===== config.mk =====
export PLATFORM = sky130hd
export DESIGN_NAME = tx_eom_ctrl
export DESIGN_NICKNAME = d
export VERILOG_FILES = /design/src/rtl/tx_eom_pkg.sv /design/src/rtl/tx_eom_cmd_decode.sv /design/src/rtl/tx_eom_rx_init.sv /design/src/rtl/tx_eom_latch.sv /design/src/rtl/tx_eom_close_seq.sv /design/src/rtl/tx_eom_ctrl.sv
export SDC_FILE = /design/constraint.sdc
export NUM_CORES = 1
export LEC_CHECK = 0
export BUFFER_PORTS_ARGS = -buffer_cell sky130_fd_sc_hd__buf_2
export CAP_MARGIN = 25
export CELL_PAD_IN_SITES_DETAIL_PLACEMENT = 1
export CELL_PAD_IN_SITES_GLOBAL_PLACEMENT = 1
export CORE_UTILIZATION = 34
export DETAILED_ROUTE_END_ITERATION = 16
export PLACE_DENSITY = 0.89
export SLEW_MARGIN = 20
export SYNTH_ARGS = -nofsm -noshare
export SYNTH_HDL_FRONTEND = slang
export SYNTH_SLANG_ARGS = --single-unit

===== constraint.sdc =====
create_clock -name clk -period 2.95 [get_ports clk]
set_clock_uncertainty 0.1 [all_clocks]
set_input_delay 0 -clock clk [delete_from_list [all_inputs] [get_ports clk]]
set_output_delay 0 -clock clk [all_outputs]
set_load 0.01 [all_outputs]

===== src/rtl/tx_eom_pkg.sv =====
package tx_eom_pkg;

  typedef enum logic [1:0] {
    KIND_IDLE  = 2'd0,
    KIND_CRC   = 2'd1,
    KIND_ABORT = 2'd2,
    KIND_FLAG  = 2'd3
  } close_kind_e;

  localparam logic [1:0] OP_NULL       = 2'b00;
  localparam logic [1:0] OP_RX_CHK_RST = 2'b01;
  localparam logic [1:0] OP_TX_GEN_RST = 2'b10;
  localparam logic [1:0] OP_EOM_CLR    = 2'b11;

  typedef struct packed {
    logic rx_rst;
    logic tx_rst;
    logic eom_clr;
  } op_req_t;

endpackage


===== src/rtl/tx_eom_cmd_decode.sv =====
module tx_eom_cmd_decode
  import tx_eom_pkg::*;
(
  input  logic       op_wr,
  input  logic [1:0] op_code,
  input  logic       tx_en,
  output op_req_t    req
);

  always_comb begin
    req = '0;
    if (op_wr) begin
      unique case (op_code)
        OP_NULL:       ;
        OP_RX_CHK_RST: req.rx_rst  = 1'b1;
        OP_TX_GEN_RST: req.tx_rst  = tx_en;
        OP_EOM_CLR:    req.eom_clr = 1'b1;
        default:       ;
      endcase
    end
  end

endmodule


===== src/rtl/tx_eom_rx_init.sv =====
module tx_eom_rx_init (
  input  logic clk,
  input  logic rst_n,
  input  logic rx_rst_req,
  input  logic rx_en,
  input  logic sdlc,
  input  logic frame_end,
  output logic rx_init
);

  logic rx_en_q;
  logic rx_off_edge;

  assign rx_off_edge = rx_en_q & ~rx_en;

  always_ff @(posedge clk or negedge rst_n) begin
    if (!rst_n) begin
      rx_en_q <= 1'b0;
      rx_init <= 1'b0;
    end else begin
      rx_en_q <= rx_en;
      rx_init <= rx_rst_req | rx_off_edge | (sdlc & frame_end);
    end
  end

endmodule


===== src/rtl/tx_eom_latch.sv =====
module tx_eom_latch (
  input  logic clk,
  input  logic rst_n,
  input  logic chan_reset,
  input  logic eom_clr,
  input  logic close_done,
  input  logic tx_rst_req,
  input  logic auto_mode,
  input  logic data_load,
  input  logic tx_en,
  output logic latched,
  output logic set_pulse,
  output logic tx_init
);

  logic armed;
  logic auto_fire;

  assign auto_fire = auto_mode & armed & data_load & tx_en;

  always_ff @(posedge clk or negedge rst_n) begin
    if (!rst_n) begin
      latched   <= 1'b1;
      set_pulse <= 1'b0;
      tx_init   <= 1'b0;
      armed     <= 1'b1;
    end else begin
      tx_init   <= tx_rst_req | auto_fire;
      set_pulse <= close_done & ~latched & ~chan_reset;
      if (chan_reset)      latched <= 1'b1;
      else if (close_done) latched <= 1'b1;
      else if (eom_clr)    latched <= 1'b0;
      if (close_done)      armed <= 1'b1;
      else if (auto_fire)  armed <= 1'b0;
    end
  end

endmodule


===== src/rtl/tx_eom_close_seq.sv =====
module tx_eom_close_seq
  import tx_eom_pkg::*;
#(
  parameter int FLAGS_AFTER_ABORT = 1
) (
  input  logic        clk,
  input  logic        rst_n,
  input  logic        chan_reset,
  input  logic        underrun,
  input  logic        tx_en,
  input  logic        sdlc,
  input  logic        abort_opt,
  input  logic        eom_latched,
  input  logic        ready,
  output logic        valid,
  output close_kind_e kind,
  output logic        close_done
);

  localparam int CNT_W = (FLAGS_AFTER_ABORT < 2) ? 1 : $clog2(FLAGS_AFTER_ABORT + 1);

  logic [CNT_W-1:0] flags_left;
  logic             closing;
  logic             hs;
  logic             last;
  logic             start;

  assign hs    = valid & ready;
  assign last  = (kind == KIND_FLAG)  ? (flags_left == CNT_W'(1)) :
                 (kind != KIND_ABORT);
  assign start = ~valid & underrun & tx_en & ~chan_reset;
  assign close_done = hs & last & closing & ~chan_reset;

  always_ff @(posedge clk or negedge rst_n) begin
    if (!rst_n) begin
      valid      <= 1'b0;
      kind       <= KIND_IDLE;
      flags_left <= '0;
      closing    <= 1'b0;
    end else if (chan_reset) begin
      valid   <= 1'b0;
      closing <= 1'b0;
    end else if (hs) begin
      if (last) begin
        valid   <= 1'b0;
        closing <= 1'b0;
      end else if (kind == KIND_ABORT) begin
        kind       <= KIND_FLAG;
        flags_left <= CNT_W'(FLAGS_AFTER_ABORT);
      end else begin
        flags_left <= flags_left - CNT_W'(1);
      end
    end else if (start) begin
      valid <= 1'b1;
      if (eom_latched) begin
        kind    <= KIND_IDLE;
        closing <= 1'b0;
      end else if (sdlc && abort_opt) begin
        kind    <= KIND_ABORT;
        closing <= 1'b1;
      end else begin
        kind    <= KIND_CRC;
        closing <= 1'b1;
      end
    end
  end

endmodule


===== src/rtl/tx_eom_ctrl.sv =====
module tx_eom_ctrl
  import tx_eom_pkg::*;
#(
  parameter int FLAGS_AFTER_ABORT = 1
) (
  input  logic       clk,
  input  logic       rst_n,
  input  logic       cmd_wr,
  input  logic [1:0] cmd_code,
  input  logic       chan_reset,
  input  logic       tx_enable,
  input  logic       rx_enable,
  input  logic       sdlc_mode,
  input  logic       abort_on_underrun,
  input  logic       auto_eom_reset,
  input  logic       data_load,
  input  logic       rx_frame_end,
  input  logic       underrun,
  input  logic       close_ready,
  output logic       close_valid,
  output logic [1:0] close_kind,
  output logic       tx_crc_init,
  output logic       rx_crc_init,
  output logic       eom_latched,
  output logic       eom_pulse
);

  op_req_t     req;
  close_kind_e kind_w;
  logic        close_done;

  tx_eom_cmd_decode u_dec (
    .op_wr   (cmd_wr),
    .op_code (cmd_code),
    .tx_en   (tx_enable),
    .req     (req)
  );

  tx_eom_rx_init u_rx (
    .clk        (clk),
    .rst_n      (rst_n),
    .rx_rst_req (req.rx_rst),
    .rx_en      (rx_enable),
    .sdlc       (sdlc_mode),
    .frame_end  (rx_frame_end),
    .rx_init    (rx_crc_init)
  );

  tx_eom_latch u_latch (
    .clk        (clk),
    .rst_n      (rst_n),
    .chan_reset (chan_reset),
    .eom_clr    (req.eom_clr),
    .close_done (close_done),
    .tx_rst_req (req.tx_rst),
    .auto_mode  (auto_eom_reset),
    .data_load  (data_load),
    .tx_en      (tx_enable),
    .latched    (eom_latched),
    .set_pulse  (eom_pulse),
    .tx_init    (tx_crc_init)
  );

  tx_eom_close_seq #(.FLAGS_AFTER_ABORT(FLAGS_AFTER_ABORT)) u_seq (
    .clk         (clk),
    .rst_n       (rst_n),
    .chan_reset  (chan_reset),
    .underrun    (underrun),
    .tx_en       (tx_enable),
    .sdlc        (sdlc_mode),
    .abort_opt   (abort_on_underrun),
    .eom_latched (eom_latched),
    .ready       (close_ready),
    .valid       (close_valid),
    .kind        (kind_w),
    .close_done  (close_done)
  );

  assign close_kind = kind_w;

endmodule


### After elaboration in Yosys (flattened, before gate mapping)

Cells that the tools add are included.

| operators by class | value |
|---|---|
| add/sub/neg operators | 1 |
| equality and inequality tests | 9 |
| mux-type cells | 25 |
| bitwise logic cells | 22 |
| reduce and logical (&&, ||, !) cells | 8 |

Operator list:

| kind | count |
|---|---|
| $mux W1 | 18 |
| $and A1 B1 Y1 | 14 |
| $mux W2 | 6 |
| $eq A2 B2 Y1 const B | 4 |
| $ne A2 B2 Y1 const B | 3 |
| $reduce_bool A3 Y1 | 2 |
| $not A1 Y1 | 5 |
| $reduce_and A4 Y1 | 1 |
| $reduce_bool A2 Y1 | 2 |
| $mux W3 | 1 |
| $ne A3 B3 Y1 const B | 1 |
| $or A1 B1 Y1 | 3 |
| $reduce_and A3 Y1 | 1 |
| $eq A2 B1 Y1 const B | 1 |
| $reduce_and A2 Y1 | 1 |
| $logic_and A1 B1 Y1 | 1 |
| $sub A1 B1 Y1 const B | 1 |

| storage, ports and cells | value |
|---|---|
| register bits after elaboration | 11 |
| output and inout bits | 7 |

### Logic depth before layout (Yosys ltp)

| depth | value |
|---|---|
| depth in word-level cells | 7 |
| mapped depth | 4 |

### Hierarchy

A second synthesis with hierarchy kept.

| second synthesis, totals | value |
|---|---|
| cell total of the unflattened synthesis | 44 |
| area total of the unflattened synthesis | 514.2 µm² |

Modules (own cells, without submodules):

| module | instances | cells an instance | area each (µm²) | seq. area each (µm²) |
|---|---|---|---|---|
| tx_eom_close_seq | 1 | 25 | 269.0 | 125.1 |
| tx_eom_latch | 1 | 11 | 150.1 | 102.6 |
| tx_eom_rx_init | 1 | 5 | 67.6 | 50.0 |
| tx_eom_cmd_decode | 1 | 3 | 27.5 | 0.0 |

### Worst setup path after synthesis

Ideal clock, no wire load.

| timing path | value |
|---|---|
| path kind | reg-to-reg |
| start | reg u_seq.kind[1] |
| end | reg u_latch.latched |
| arrival time | 0.991 ns |
| data required time | 2.767 ns |
| path slack | 1.775 ns |
| stages on the path, launching flop included | 4 |
| path buffers | 0 |
| cells stage by stage | dfrtp_1 -> a21boi_2 -> nor2_2 -> a221o_1 |

| on the way | value |
|---|---|
| cells in the longest elaborated chain, start to end | 7 |
| elaborated cells between the ends (all ways) | 9 |
| those cells by class | eq/ne: 2; mux: 3; bitwise: 3; reduce/logical: 1 |

RTL lines:

| element | line | source |
|---|---|---|
| start, declared | tx_eom_close_seq.sv:16 | `output close_kind_e kind,` |
| start signal, assigned | tx_eom_close_seq.sv:37 | `kind <= KIND_IDLE;` |
| start signal, assigned | tx_eom_close_seq.sv:48 | `kind <= KIND_FLAG;` |
| start signal, assigned | tx_eom_close_seq.sv:56 | `kind <= KIND_IDLE;` |
| $ne A2 B2 Y1 / $eq A2 B2 Y1 (equally long branches) | tx_eom_close_seq.sv:30, tx_eom_close_seq.sv:29 |  |
| $mux W1 * | tx_eom_close_seq.sv:29 | `assign last = (kind == KIND_FLAG) ? (flags_left == CNT_W'(1)) :` |
| $and A1 B1 Y1 * (3 in series) | tx_eom_close_seq.sv:32 | `assign close_done = hs & last & closing & ~chan_reset;` |
| $mux W1 | tx_eom_latch.sv:31 | `else if (close_done) latched <= 1'b1;` |
| $mux W1 | tx_eom_latch.sv:30 | `if (chan_reset) latched <= 1'b1;` |
| end signal, assigned | tx_eom_latch.sv:30 |  |
| end signal, assigned | tx_eom_latch.sv:31 |  |
| end signal, assigned | tx_eom_latch.sv:32 | `else if (eom_clr) latched <= 1'b0;` |
| end, declared | tx_eom_latch.sv:11 | `output logic latched,` |

Mark *: on every way between the ends. The rest lies on a longest branch, timed or not.
A chain may end at the register's enable or synchronous reset.

### Worst setup path after layout

| timing path | value |
|---|---|
| start | in abort_on_underrun |
| end | reg u_seq.kind[1] |

| on the way | value |
|---|---|
| cells in the longest elaborated chain, start to end | 5 |

RTL lines:

| element | line | source |
|---|---|---|
| start, declared | tx_eom_ctrl.sv:14 | `input logic abort_on_underrun,` |
| $logic_and A1 B1 Y1 | tx_eom_close_seq.sv:58 | `end else if (sdlc && abort_opt) begin` |
| $mux W2 | tx_eom_close_seq.sv:58 |  |
| $mux W2 | tx_eom_close_seq.sv:55 | `if (eom_latched) begin` |
| $mux W2 | tx_eom_close_seq.sv:53 | `end else if (start) begin` |
| $mux W2 | tx_eom_close_seq.sv:43 | `end else if (hs) begin` |
| end signal, assigned | tx_eom_close_seq.sv:56 |  |
| end signal, assigned | tx_eom_close_seq.sv:59 | `kind <= KIND_ABORT;` |
| end signal, assigned | tx_eom_close_seq.sv:62 | `kind <= KIND_CRC;` |

Every way passes these cells. The select of a mux whose other input is x is not followed.

==> out/metrics.csv <==
stage;metric;value;unit
worst_setup_path;arrival;2070;ps
die;io_pins;22;
worst_setup_path;crit_type;primary input to register;
route;detail_route.wirelength;1600;microns
timing;timing.fmax;0.508;GHz
worst_setup_path;start_kind;primary input;
min_path;hold_class;primary input to register;
route;drc;0;
final_layout;area_growth;60.1;%
timing;tightest_slew;260;ps
clock_network;cts_setup_buffers;0;
final_layout;final_area;787;sq um
yosys;synth_flop_cell;dfrtp_1;
final_layout;n_antenna_cell;0;
clock_network;cts_buffers;3;
clock_network;htreeDepth;1;
clock_network;cts_root_buffer;clkbuf_4;
yosys;synth-edff-count;0;
die;rows;13;
route;wire_per_inst;16.4;microns
global_routing;grt_use_total;0.234;
yosys;synth.top_cell.area_share;0.458;
die;start_util;0.373;
timing;hold_viol;0;
placement;gp_congestion;0.680;
timing;setup-violations-final;0;
yosys;synth_common_cells;9 x dfrtp_1, 6 x nand2_1, 3 x nand3_1, 3 x o21ai_0;
flow_run;cap_viol_max_count;0;
clock_network;clock_latency;260;ps
timing;period_minus_slack;1970;ps
die;die_width;40.0;microns
die;core-area;0.00132;sq mm
global_routing;grt_pass1_wl;2300;microns
worst_setup_path;rr_worst_depth;3;
worst_setup_path;path_cells;dlygate4sd3_1 > buf_2 > nand2_1 > dlygate4sd3_1 > o41ai_1 > dlygate4sd3_1;
outcome;status;completed;
power;power.density;411;mW/mm^2
power;peakVddDrop;0.308;mV
worst_setup_path;crit_top_cell;dlygate4sd3_1;
clock_network;clk_path_buf_depth;2;
yosys;syn_area;492;sq um
yosys;yosys.area.top_type;dfrtp_1;
route;drt_iter0_drc;8;
yosys;ys_seq_elements;11;
clock_network;path_clk_slew;70;ps
final_layout;fillCellCount;157;
yosys;ys_types;24;
yosys;synth_nets;58;
timing;final.setup.tns;0;ps
yosys;synthTopCellsByArea;dfrtp_1 46%, dfstp_2 11%, nand2_1 4.6%;
placement;hpwl;989;microns
global_routing;grt_overflow;0;
global_routing;antenna_found_initial;0;
global_routing;grt_pass1_vias;514;
timing;slew_viol_final;0;
yosys;seq_area_frac_synth;0.565;
worst_setup_path;cp_top_family;buffers and inverters;
worst_setup_path;max_stage_delay;590;ps
timing;rsz0062_at_grt;false;
yosys;async_reset_ff_frac;1.00;
worst_setup_path;r2r-start;u_seq.valid$_DFFE_PN0P_;
worst_setup_path;crit_fanout;2;
timing;slew_headroom;0.824;
die;die_h;40.0;microns
placement;placed_cell_area;611;sq um
worst_setup_path;critical_path_required;3050;ps
worst_setup_path;end_kind;register;
global_routing;grt_max_degree;12;
worst_setup_path;path_buf_inv;4;
final_layout;drive_gt1_frac;0.378;
route;drtPass1Iterations;4;
min_path;hold_depth;3;
min_path;hold_end;u_latch.armed$_DFFE_PN1P_;
die;dieArea;0.00160;sq mm
power;p_leak;0.387;nW
route;antenna_left;0;
route;dr_total_vias;507;
clock_network;cts_tree;done;
yosys;yosysWarnings;0;
worst_setup_path;rrSetupSlack;1250;ps
route;vias_per_cell;5.23;
final_layout;layout.nets;98;
yosys;synth.avg_cell_area;11.4;sq um
yosys;syn_inst;43;
worst_setup_path;r2r_end;u_seq.kind[1]$_DFFE_PN0P_;
clock_network;clock-sinks;11;
placement;port_buffers;21;
worst_setup_path;slowest_stage;dlygate4sd3_1;
timing;fin_crit_sh;0.667;
min_path;hold_start;auto_eom_reset;
yosys;synth_most_common_cell;dfrtp_1;
registers in the layout, summed over array words and instances, names as in the netlist:
register,count
u_seq.valid,1
u_seq.closing,1
u_rx.rx_init,1
u_latch.latched,1
u_latch.set_pulse,1
u_seq.flags_left,1
u_seq.kind,2
u_latch.armed,1
u_latch.tx_init,1
u_rx.rx_en_q,1
worst max-delay path by stage:
stage                               from                     endpoint  slack, ps  depth (start not counted)
6_report               abort_on_underrun    u_seq.kind[1]$_DFFE_PN0P_        980                          6
5_1_grt                abort_on_underrun    u_seq.kind[1]$_DFFE_PN0P_        870                          6
3_3_place_gp   u_seq.kind[1]$_DFFE_PN0P_  u_latch.latched$_DFFE_PN1P_       1790                          3
3_5_place_dp   u_seq.kind[1]$_DFFE_PN0P_  u_latch.latched$_DFFE_PN1P_       1730                          3
2_1_floorplan  u_seq.kind[1]$_DFFE_PN0P_  u_latch.latched$_DFFE_PN1P_       1780                          3
4_1_cts                abort_on_underrun    u_seq.kind[1]$_DFFE_PN0P_       1030                          6
routing by layer:
| metal | wire length [microns] | GRT usage |
|---|---|---|
| met5 | 0 | 0 |
| met1 | 692 | 0.265 |
| met3 | 78 | 0.106 |
| met2 | 743 | 0.347 |
| met4 | 80 | 0.164 |
layout by cell type (no fill, tap or decap), types with 2 or more instances in the layout:
cell type,synthesis,final
buf_2,1,21
clkbuf_4,0,3
dfrtp_1,9,9
dfstp_2,2,2
dlygate4sd3_1,0,15
inv_1,2,2
nand2_1,6,6
nand3_1,3,3
o21ai_0,3,3
layout make-up:
class                   instances  area [sq um]  area share
flip-flops and latches         11           278       0.353
repair buffers                 36           255       0.324
multi-input cells              29           201       0.256
inverters                       2          7.51     0.00954
clock buffers                   4          26.3      0.0334
well taps                      15          18.8      0.0238
repair_timing:
item	4_1_cts	5_1_grt
resized for setup	0	0
hold endpoints to repair	20	0
hold buffers	15	0
power by group:
group	total, W	leakage, nW	internal [W]	switching, W
logic	0.0000578	0.232	0.0000313	0.0000264
registers	0.000166	0.140	0.000159	0.00000677
clock network	0.000100	0.0150	0.0000523	0.0000480
per-stage QoR:
step	power, W	setup WS [ps]	hold slack, ps	utilization	instances
5_1_grt	0.000341	868	6.14	0.597	97
6_report	0.000324	982	0.0723	0.597	97
3_3_place_gp	0.000205	1790	-225	0.463	78
3_5_place_dp	0.000208	1730	-224	0.463	78
2_1_floorplan	0.000184	1780	-396	-	43
4_1_cts	0.000324	1030	4.30	0.597	97
worst reg2reg max path, delay by kind of cell (launching register included):
kind	cells	cell delay [ps]
AND/OR/NAND/NOR	1	220
flip-flops	1	420
buffers and inverters	1	590
AO/OA/AOI/OAI	1	310
cell families (layout without fill, tap and decap cells):
logic type,Yosys count,count (layout),share of synthesized area
buffers and inverters,3,42,0.0254
flip-flops,11,11,0.565
AO/OA/AOI/OAI,12,12,0.186
AND/OR/NAND/NOR,17,17,0.224
Note: power is estimated with default switching activity, not from simulation.
